**config.mk**
```make
export PLATFORM = sky130hd
export DESIGN_NAME = rob_core
export DESIGN_NICKNAME = d
export VERILOG_FILES = /design/src/rtl/rob_pkg.sv /design/src/rtl/rob_ptrs.sv /design/src/rtl/rob_store.sv /design/src/rtl/rob_rename.sv /design/src/rtl/rob_core.sv
export SDC_FILE = /design/constraint.sdc
export NUM_CORES = 2
export LEC_CHECK = 0
export BUFFER_PORTS_ARGS = -buffer_cell sky130_fd_sc_hd__buf_4
export CAP_MARGIN = 40
export CORE_ASPECT_RATIO = 1.5
export CORE_MARGIN = 2
export CORE_UTILIZATION = 57
export DETAILED_ROUTE_END_ITERATION = 8
export GPL_TIMING_DRIVEN = 0
export PLACE_DENSITY_LB_ADDON = 0.05
export SYNTH_ARGS = -nofsm -noshare
export SYNTH_HDL_FRONTEND = slang
export SYNTH_SLANG_ARGS = --single-unit
```
**constraint.sdc**
```tcl
create_clock -name clk -period 4.3 [get_ports clk]
set_input_delay 0.645 -clock clk [delete_from_list [all_inputs] [get_ports clk]]
set_output_delay 0.645 -clock clk [all_outputs]
set_load 0.01 [all_outputs]
```
**src/rtl/rob_pkg.sv**
```systemverilog
package rob_pkg;

    typedef enum logic [1:0] {
        K_REG    = 2'b00,
        K_STORE  = 2'b01,
        K_BRANCH = 2'b10
    } rob_kind_e;

    typedef struct packed {
        logic done;
        logic mispred;
        logic excpt;
    } rob_flags_t;

    function automatic logic kind_writes_reg(input logic [1:0] k);
        return k == K_REG;
    endfunction

    function automatic logic flags_abort(input rob_flags_t f);
        return f.mispred | f.excpt;
    endfunction

endpackage

```
**src/rtl/rob_ptrs.sv**
```systemverilog
module rob_ptrs #(
    parameter int IDX_W = 3
) (
    input  logic             clk,
    input  logic             rst,
    input  logic             push,
    input  logic             pop,
    input  logic             flush,
    output logic [IDX_W-1:0] head_idx,
    output logic [IDX_W-1:0] tail_idx,
    output logic             full
);
    logic [IDX_W:0] head_q, tail_q, head_d, tail_d;

    always_comb begin
        head_d = pop ? head_q + 1'b1 : head_q;
        if (flush)
            tail_d = head_d;
        else if (push)
            tail_d = tail_q + 1'b1;
        else
            tail_d = tail_q;
    end

    always_ff @(posedge clk) begin
        if (rst) begin
            head_q <= '0;
            tail_q <= '0;
        end else begin
            head_q <= head_d;
            tail_q <= tail_d;
        end
    end

    assign head_idx = head_q[IDX_W-1:0];
    assign tail_idx = tail_q[IDX_W-1:0];
    assign full     = (head_q[IDX_W] != tail_q[IDX_W]) &&
                      (head_q[IDX_W-1:0] == tail_q[IDX_W-1:0]);
endmodule

```
**src/rtl/rob_store.sv**
```systemverilog
module rob_store
    import rob_pkg::*;
#(
    parameter int IDX_W  = 3,
    parameter int REG_W  = 4,
    parameter int DATA_W = 32,
    parameter int NSRC   = 2
) (
    input  logic                             clk,
    input  logic                             rst,
    input  logic                             alloc,
    input  logic [IDX_W-1:0]                 alloc_idx,
    input  logic [1:0]                       alloc_kind,
    input  logic [REG_W-1:0]                 alloc_dest,
    input  logic                             res_valid,
    input  logic [IDX_W-1:0]                 res_tag,
    input  logic [DATA_W-1:0]                res_value,
    input  logic                             res_mispred,
    input  logic                             res_excpt,
    input  logic                             retire,
    input  logic                             flush,
    input  logic [IDX_W-1:0]                 head_idx,
    output logic                             hd_valid,
    output logic [1:0]                       hd_kind,
    output logic [REG_W-1:0]                 hd_dest,
    output logic [DATA_W-1:0]                hd_value,
    output rob_flags_t                       hd_flags,
    input  logic [NSRC-1:0][IDX_W-1:0]       rd_tag,
    output logic [NSRC-1:0]                  rd_done,
    output logic [NSRC-1:0][DATA_W-1:0]      rd_value
);
    localparam int DEPTH = 1 << IDX_W;

    logic [DEPTH-1:0]  valid;
    rob_flags_t        flags [DEPTH];
    logic [1:0]        kind  [DEPTH];
    logic [REG_W-1:0]  dest  [DEPTH];
    logic [DATA_W-1:0] value [DEPTH];

    logic capture;
    assign capture = res_valid && valid[res_tag];

    // occupancy and completion flags
    always_ff @(posedge clk) begin
        if (rst) begin
            valid <= '0;
            for (int i = 0; i < DEPTH; i++)
                flags[i] <= '0;
        end else begin
            if (capture) begin
                flags[res_tag].done    <= 1'b1;
                flags[res_tag].mispred <= res_mispred;
                flags[res_tag].excpt   <= res_excpt;
            end
            if (alloc)
                flags[alloc_idx] <= '0;
            if (flush) begin
                valid <= '0;
            end else begin
                if (retire)
                    valid[head_idx] <= 1'b0;
                if (alloc)
                    valid[alloc_idx] <= 1'b1;
            end
        end
    end

    // payload, qualified by the flags above
    always_ff @(posedge clk) begin
        if (capture)
            value[res_tag] <= res_value;
        if (alloc) begin
            kind[alloc_idx] <= alloc_kind;
            dest[alloc_idx] <= alloc_dest;
        end
    end

    assign hd_valid = valid[head_idx];
    assign hd_kind  = kind[head_idx];
    assign hd_dest  = dest[head_idx];
    assign hd_value = value[head_idx];
    assign hd_flags = flags[head_idx];

    for (genvar g = 0; g < NSRC; g++) begin : g_rd
        assign rd_done[g]  = valid[rd_tag[g]] && flags[rd_tag[g]].done;
        assign rd_value[g] = value[rd_tag[g]];
    end
endmodule

```
**src/rtl/rob_rename.sv**
```systemverilog
module rob_rename #(
    parameter int IDX_W  = 3,
    parameter int REG_W  = 4,
    parameter int DATA_W = 32,
    parameter int NSRC   = 2
) (
    input  logic                         clk,
    input  logic                         rst,
    input  logic                         set_en,
    input  logic [REG_W-1:0]             set_reg,
    input  logic [IDX_W-1:0]             set_tag,
    input  logic                         clr_en,
    input  logic [REG_W-1:0]             clr_reg,
    input  logic [IDX_W-1:0]             clr_tag,
    input  logic                         wr_en,
    input  logic [DATA_W-1:0]            wr_data,
    input  logic                         flush,
    input  logic [NSRC-1:0][REG_W-1:0]   lk_reg,
    output logic [NSRC-1:0]              lk_pend,
    output logic [NSRC-1:0][IDX_W-1:0]   lk_tag,
    output logic [NSRC-1:0][DATA_W-1:0]  lk_arch
);
    localparam int NREG = 1 << REG_W;

    logic [NREG-1:0]   pend;
    logic [IDX_W-1:0]  tagq [NREG];
    logic [DATA_W-1:0] rf   [NREG];

    always_ff @(posedge clk) begin
        if (rst) begin
            pend <= '0;
        end else if (flush) begin
            pend <= '0;
        end else begin
            if (clr_en && pend[clr_reg] && (tagq[clr_reg] == clr_tag))
                pend[clr_reg] <= 1'b0;
            if (set_en)
                pend[set_reg] <= 1'b1;
        end
    end

    always_ff @(posedge clk) begin
        if (set_en)
            tagq[set_reg] <= set_tag;
    end

    always_ff @(posedge clk) begin
        if (rst) begin
            for (int i = 0; i < NREG; i++)
                rf[i] <= '0;
        end else if (wr_en) begin
            rf[clr_reg] <= wr_data;
        end
    end

    for (genvar g = 0; g < NSRC; g++) begin : g_lk
        assign lk_pend[g] = pend[lk_reg[g]];
        assign lk_tag[g]  = tagq[lk_reg[g]];
        assign lk_arch[g] = rf[lk_reg[g]];
    end
endmodule

```
**src/rtl/rob_core.sv**
```systemverilog
module rob_core
    import rob_pkg::*;
#(
    parameter int IDX_W  = 3,
    parameter int REG_W  = 4,
    parameter int DATA_W = 32,
    parameter int NSRC   = 2
) (
    input  logic                     clk,
    input  logic                     rst,
    input  logic                     disp_valid,
    input  logic [1:0]               disp_kind,
    input  logic [REG_W-1:0]         disp_dest,
    output logic                     disp_ready,
    output logic [IDX_W-1:0]         disp_tag,
    input  logic [NSRC*REG_W-1:0]    src_reg,
    output logic [NSRC-1:0]          src_ready,
    output logic [NSRC*IDX_W-1:0]    src_tag,
    output logic [NSRC*DATA_W-1:0]   src_value,
    input  logic                     res_valid,
    input  logic [IDX_W-1:0]         res_tag,
    input  logic [DATA_W-1:0]        res_value,
    input  logic                     res_mispred,
    input  logic                     res_excpt,
    output logic                     commit_valid,
    output logic [1:0]               commit_kind,
    output logic [REG_W-1:0]         commit_dest,
    output logic [DATA_W-1:0]        commit_value,
    output logic                     flush,
    output logic                     exc_raise
);
    logic [IDX_W-1:0] head_idx, tail_idx;
    logic             full, accept;

    logic             hd_valid;
    logic [1:0]       hd_kind;
    logic [REG_W-1:0] hd_dest;
    logic [DATA_W-1:0] hd_value;
    rob_flags_t       hd_flags;

    logic [NSRC-1:0][REG_W-1:0]  lk_reg;
    logic [NSRC-1:0]             lk_pend;
    logic [NSRC-1:0][IDX_W-1:0]  lk_tag;
    logic [NSRC-1:0][DATA_W-1:0] lk_arch;
    logic [NSRC-1:0]             rd_done;
    logic [NSRC-1:0][DATA_W-1:0] rd_value;

    logic hd_writes;

    assign commit_valid = hd_valid && hd_flags.done;
    assign flush        = commit_valid && flags_abort(hd_flags);
    assign exc_raise    = commit_valid && hd_flags.excpt;
    assign disp_ready   = !full && !flush;
    assign accept       = disp_valid && disp_ready;
    assign disp_tag     = tail_idx;
    assign hd_writes    = kind_writes_reg(hd_kind);

    assign commit_kind  = hd_kind;
    assign commit_dest  = hd_dest;
    assign commit_value = hd_value;

    rob_ptrs #(.IDX_W(IDX_W)) u_ptrs (
        .clk      (clk),
        .rst      (rst),
        .push     (accept),
        .pop      (commit_valid),
        .flush    (flush),
        .head_idx (head_idx),
        .tail_idx (tail_idx),
        .full     (full)
    );

    rob_store #(
        .IDX_W(IDX_W), .REG_W(REG_W), .DATA_W(DATA_W), .NSRC(NSRC)
    ) u_store (
        .clk         (clk),
        .rst         (rst),
        .alloc       (accept),
        .alloc_idx   (tail_idx),
        .alloc_kind  (disp_kind),
        .alloc_dest  (disp_dest),
        .res_valid   (res_valid),
        .res_tag     (res_tag),
        .res_value   (res_value),
        .res_mispred (res_mispred),
        .res_excpt   (res_excpt),
        .retire      (commit_valid),
        .flush       (flush),
        .head_idx    (head_idx),
        .hd_valid    (hd_valid),
        .hd_kind     (hd_kind),
        .hd_dest     (hd_dest),
        .hd_value    (hd_value),
        .hd_flags    (hd_flags),
        .rd_tag      (lk_tag),
        .rd_done     (rd_done),
        .rd_value    (rd_value)
    );

    rob_rename #(
        .IDX_W(IDX_W), .REG_W(REG_W), .DATA_W(DATA_W), .NSRC(NSRC)
    ) u_rename (
        .clk     (clk),
        .rst     (rst),
        .set_en  (accept && kind_writes_reg(disp_kind)),
        .set_reg (disp_dest),
        .set_tag (tail_idx),
        .clr_en  (commit_valid && hd_writes),
        .clr_reg (hd_dest),
        .clr_tag (head_idx),
        .wr_en   (commit_valid && hd_writes && !hd_flags.excpt),
        .wr_data (hd_value),
        .flush   (flush),
        .lk_reg  (lk_reg),
        .lk_pend (lk_pend),
        .lk_tag  (lk_tag),
        .lk_arch (lk_arch)
    );

    for (genvar g = 0; g < NSRC; g++) begin : g_src
        assign lk_reg[g] = src_reg[g*REG_W +: REG_W];
        assign src_ready[g] = lk_pend[g] ? rd_done[g] : 1'b1;
        assign src_tag[g*IDX_W +: IDX_W] = lk_pend[g] ? lk_tag[g] : '0;
        assign src_value[g*DATA_W +: DATA_W] =
            !lk_pend[g] ? lk_arch[g] : (rd_done[g] ? rd_value[g] : '0);
    end
endmodule

```
## Word-level counts from Yosys, hierarchy flattened

Memories as Yosys holds them, arrays and structs flattened. A register that Yosys moved wholly into a read port is not among the register bits.
Index checks and enable logic that the tools add are counted.

| operators by class | value |
|---|---|
| mux-type cells | 69 |
| magnitude comparators | 13 |
| reduce and logical (&&, ||, !) cells | 28 |
| add/subtract/negate cells | 2 |
| bitwise gates (word level) | 7 |
| eq/ne operators | 3 |

Operator list:

| operator | count |
|---|---|
| $mux 32 | 5 |
| $mux 16 | 4 |
| $mux 8 | 4 |
| $reduce_or 32->1 | 1 |
| $mux 1 | 31 |
| $mux 3 | 10 |
| $lt 3x4->1 const B | 5 |
| $lt 4x5->1 const B | 4 |
| $logic_and 1x1->1 | 18 |
| $and 16x16->16 | 1 |
| $mux 4 | 4 |
| $not 16->16 | 1 |
| $or 16x16->16 | 1 |
| $bmux 1 s3 | 4 |
| $bmux 1 s4 | 3 |
| $add 4x1->4 const B | 2 |
| $and 8x8->8 | 1 |
| $demux 1 s4 | 2 |
| $ge 4x1->1 const B | 2 |
| $not 8->8 | 1 |
| $or 8x8->8 | 1 |
| $demux 1 s3 | 2 |
| $eq 3x3->1 | 2 |
| $ge 3x1->1 const B | 2 |
| other kinds (7) | 11 |

| storage, ports and cells | value |
|---|---|
| RAM bits | 888 |
| memories | 6 |
| flip-flop bits (word level) | 32 |
| input port bits | 55 |
| word-level logic and storage cells | 132 |

Memory list:

| memory | words | width | read ports | clocked after memory_dff | wr ports | line | RTL |
|---|---|---|---|---|---|---|---|
| u_rename.rf | 16 | 32 | 2 | 0 | 16 | rob_rename.sv:27 | `logic [DATA_W-1:0] rf [NREG];` |
| u_store.value | 8 | 32 | 3 | 1 | 1 | rob_store.sv:38 | `logic [DATA_W-1:0] value [DEPTH];` |
| u_rename.tagq | 16 | 3 | 3 | 0 | 1 | rob_rename.sv:26 | `logic [IDX_W-1:0] tagq [NREG];` |
| u_store.dest | 8 | 4 | 1 | 1 | 1 | rob_store.sv:37 | `logic [REG_W-1:0] dest [DEPTH];` |
| u_store.flags | 8 | 3 | 3 | 1 | 8 | rob_store.sv:35 | `rob_flags_t flags [DEPTH];` |
| u_store.kind | 8 | 2 | 1 | 1 | 1 | rob_store.sv:36 | `logic [1:0] kind [DEPTH];` |

## Longest topological paths before layout

| logic depth | value |
|---|---|
| word-level depth | 12 |
| depth in mapped cells | 13 |
| mapped depth without buffers | 10 |

## By module

A second synthesis with hierarchy kept.

| second synthesis, totals | value |
|---|---|
| cell total of the unflattened synthesis | 2,832 |
| area, all modules | 48,849.4 um2 |

Modules (own cells, without submodules):

| module | sequential area each (um2) | area each (um2) | instances | cells each |
|---|---|---|---|---|
| rob_rename | 17,136.4 | 30,485.5 | 1 | 1,815 |
| rob_store | 9,769.4 | 17,075.1 | 1 | 865 |
| rob_core | 0.0 | 818.3 | 1 | 102 |
| rob_ptrs | 160.2 | 470.5 | 1 | 50 |

## Worst setup path before layout

No wires, ideal clock.

| path | value |
|---|---|
| path kind | input -> register |
| from | input port res_tag[0] |
| to | memory u_store.flags[0][0] (netlist bit) |
| setup slack | -89 ps |
| cell stages on the path | 8 |
| arrival | 4,247 ps |
| cell sequence | clkbuf_1 > a311oi_1 > a31oi_1 > o31a_1 > nand2b_1 > nor3_1 > mux2i_1 > nor3_1 |

RTL lines:

| item | line | RTL |
|---|---|---|
| start: declaration | rob_core.sv:21 | `input logic [IDX_W-1:0] res_tag,` |
| end: declaration | rob_store.sv:35 |  |

==> impl_metrics.ini <==
[status]
status = finished, violations left
violations = setup timing

[timing]
maxSlewHeadroom = 0.357
min_period_ns = 4.53
final-setup-viol-count = 63
period_share = 1.05
layout_setup_ws_ns = -0.228
rsz0062_at_grt = true
worst_pin_slew_ns = 0.964
fmax_mhz = 221
skew_ns = 0.0330
hold_viol = 0
slew_viol_final = 0

[finish]
final_util = 0.696
final_cells = 4630
final_cell_mix = 864 x edfxtp_1, 593 x nor2_1, 571 x mux4_2, 178 x buf_4, 118 x buf_6
final_common_cell = edfxtp_1
finalInstanceArea_um2 = 58300
area_growth_pct = 21.1
drive_above_1_share = 0.408
fin_nets = 3483

[power_and_ir_drop]
p_per_area_nw_per_um2 = 373
p_leak_uw = 0.0207
peakVddDrop_uv = 509

[floorplanning]
initial_core_util = 0.575
boundaryPins = 172
dieArea_um2 = 86800
core_area_um2 = 83800
row_count = 130
die_h_um = 360
chipWidth_um = 241

[synth]
synth_edf_count = 864
ys_ff_latch = 920
synth_fp_nets = 3065
yosys_warnings = 0
syn_inst = 3008
ys.flop_type = edfxtp_1
async_flop_share = 0
yosysSeqAreaShare = 0.562
synth_area_um2 = 48100
yosysUniqueCellTypes = 73
syn_area_per_cell_um2 = 16.0

[clock_tree]
ctsHoldBuffers = 0
clockBufferDepth = 3
clock_latency_ns = 0.72
htree_num_levels = 3
cts_tree = done
cts.sinks = 920
numCtsBuffers = 90
clk_pin_slew_ns = 0.06
clock-root-buffer = clkbuf_16

[global_route]
track_usage = 0.391
grt_overflow = 0
grt_max_degree = 23
grt_pass1_wl_mm = 235
antenna_found_initial = 12
grt_pass1_vias = 34161

[detailed_routing]
vias = 32501
wl_per_cell_um = 35.9
drtAntennaViolNets = 0
drt_wl_total_mm = 166
drc = 0
drtPass1Iterations = 7
vias_per_cell = 7.02
drt_iter0_markers = 4136

[critical_path]
rr_endpoint = u_rename.rf[1][2]
worstSetupPathType = flop to primary output
reg2reg_depth = 13
worstReg2RegStart = u_ptrs.head_q[2]
crit_path_top_delay_cell = mux4_2
cp_num_buf_inv = 4
cp-start-kind = flop
critPathMaxFanout = 7
critPathLaunch = u_rename.tagq[12][2]
cp-end-kind = primary output
arrival_ns = 3.88
max_stage_delay_ns = 0.67
regToRegSetupSlack_ns = 0.14
cp_top_family = multiplexers
cp.required_ns = 3.65
critPathCapture = src_value[4]
path_cells = mux4_2 -> mux4_2 -> buf_12 -> nor2_4 -> a31oi_4 -> a211oi_2 -> a31oi_4 -> buf_12 -> buf_16 -> nor2_4 -> mux2_4 -> buf_6
path_depth = 12

[flow_run]
max_cap_viol_count = 0

[placed_design]
portBuffers = 161
gp_congestion = 0.921
dp_hpwl_mm = 123
place_area_um2 = 52400
place_inst = 4406
dp_worst_setup_slack_ns = -1.12

[worst_hold_path]
hold_class = primary input to flop
## worst reg2reg max path: cells and delay by family (launching register included)
family	cells	cell delay, ns
AND/OR/NAND/NOR	7	1.57
buffers and inverters	5	1.40
flip-flops	1	0.47
multiplexers	1	0.37
## registers in the layout (all words and copies together) (netlist names)
name and count:
u_store.value 256, u_rename.pend 16, u_ptrs.head_q 4, u_store.flags 24, u_store.kind 16, u_ptrs.tail_q 4
u_store.valid 8, u_rename.tagq 48, u_rename.rf 512, u_store.dest 32
## worst min path at each step
stage,cells after the start,to,from
after CTS,1,u_store.value[0][11],res_value[11]
after global placement,2,u_store.flags[3][2],u_store.flags[3][2]
after global routing,1,u_store.value[1][10],res_value[10]
after floorplan,2,u_store.valid[0],u_store.valid[0]
final,1,u_store.value[3][18],res_value[18]
after detailed placement,2,u_store.valid[0],u_store.valid[0]
## area by class of cell
cell class | instances | area [µm²]
fill | 5421 | 25500
antenna | 6 | 15.0
tap | 1122 | 1400
multi-input combinational | 1770 | 21000
inverter | 52 | 198
buffer | 262 | 1740
clock buffer | 115 | 2600
sequential | 920 | 27100
clock inverter | 53 | 601
timing repair buffer | 330 | 3740
## through the flow
step / power [µW] / TNS, ns / hold slack, ns
floorplan: 11800 / -1.46 / 0.456
finish: 21800 / -8.51 / 0.173
global placement: 12700 / -1276.38 / 0.481
global route: 22200 / -12.20 / 0.160
CTS: 21600 / -7.51 / 0.154
detailed placement: 12800 / -211.03 / 0.482
## cells in the mapped netlist (all sizes together) (2+ instances only)
cell / count / area, µm²
o311ai: 3 / 26.3
nor2: 648 / 2430
o31ai: 5 / 37.5
nor2b: 4 / 25.0
and3b: 4 / 35.0
o32ai: 2 / 17.5
nand3b: 7 / 52.6
o22ai: 2 / 12.5
ha: 2 / 25.0
dfxtp: 56 / 1120
a21boi: 5 / 48.8
a31oi: 6 / 43.8
o211ai: 3 / 22.5
nor3: 37 / 195
mux2i: 153 / 1540
o21ai: 18 / 90.1
a21oi: 33 / 169
nand2b: 27 / 169
nand4: 6 / 37.5
a211oi: 5 / 50.1
or3: 2 / 12.5
a22o: 3 / 26.3
buf: 101 / 636
xor2: 5 / 43.8
and2: 8 / 50.1
dlygate4sd1: 2 / 17.5
a221oi: 2 / 17.5
nor4: 5 / 71.3
a311oi: 4 / 35.0
o31a: 2 / 17.5
mux4: 571 / 12900
mux2: 65 / 732
nand2: 93 / 357
nand3: 8 / 40.0
o21a: 4 / 30.0
clkbuf: 163 / 613
or3b: 3 / 26.3
nor3b: 5 / 52.6
inv: 52 / 198
o41a: 4 / 45.0
xnor2: 5 / 51.3
edfxtp: 864 / 25900
## where the power goes
part           internal, µW  switching (µW)
Clock                  5060            3560
Sequential             9980             124
Combinational          1490            1570
Total                 16500            5250
## cell families after synthesis
logic type	share of synthesized area
mux	0.314
compound gates	0.0163
flops	0.562
buf+inv	0.0304
xor+xnor	0.00198
simple gates	0.0741
fa+ha+maj	0.000520
## timing repair
item                                    4_1_cts  5_1_grt
buffers inserted                             43        4
resized for setup                           432      128
cloned                                        4        4
endpoints found under the hold margin         0        0
endpoints found under the setup margin      852      719
pin swaps                                    20       33
## metal layers
metal	up-vias	global-route usage	wire, µm
met5	-	0	57
met4	8	0.270	13300
met3	750	0.0999	16200
met2	2335	0.673	87300
met1	16597	0.416	49300
li1	12811	-	-
No activity file was read; power rests on OpenSTA's default activity.
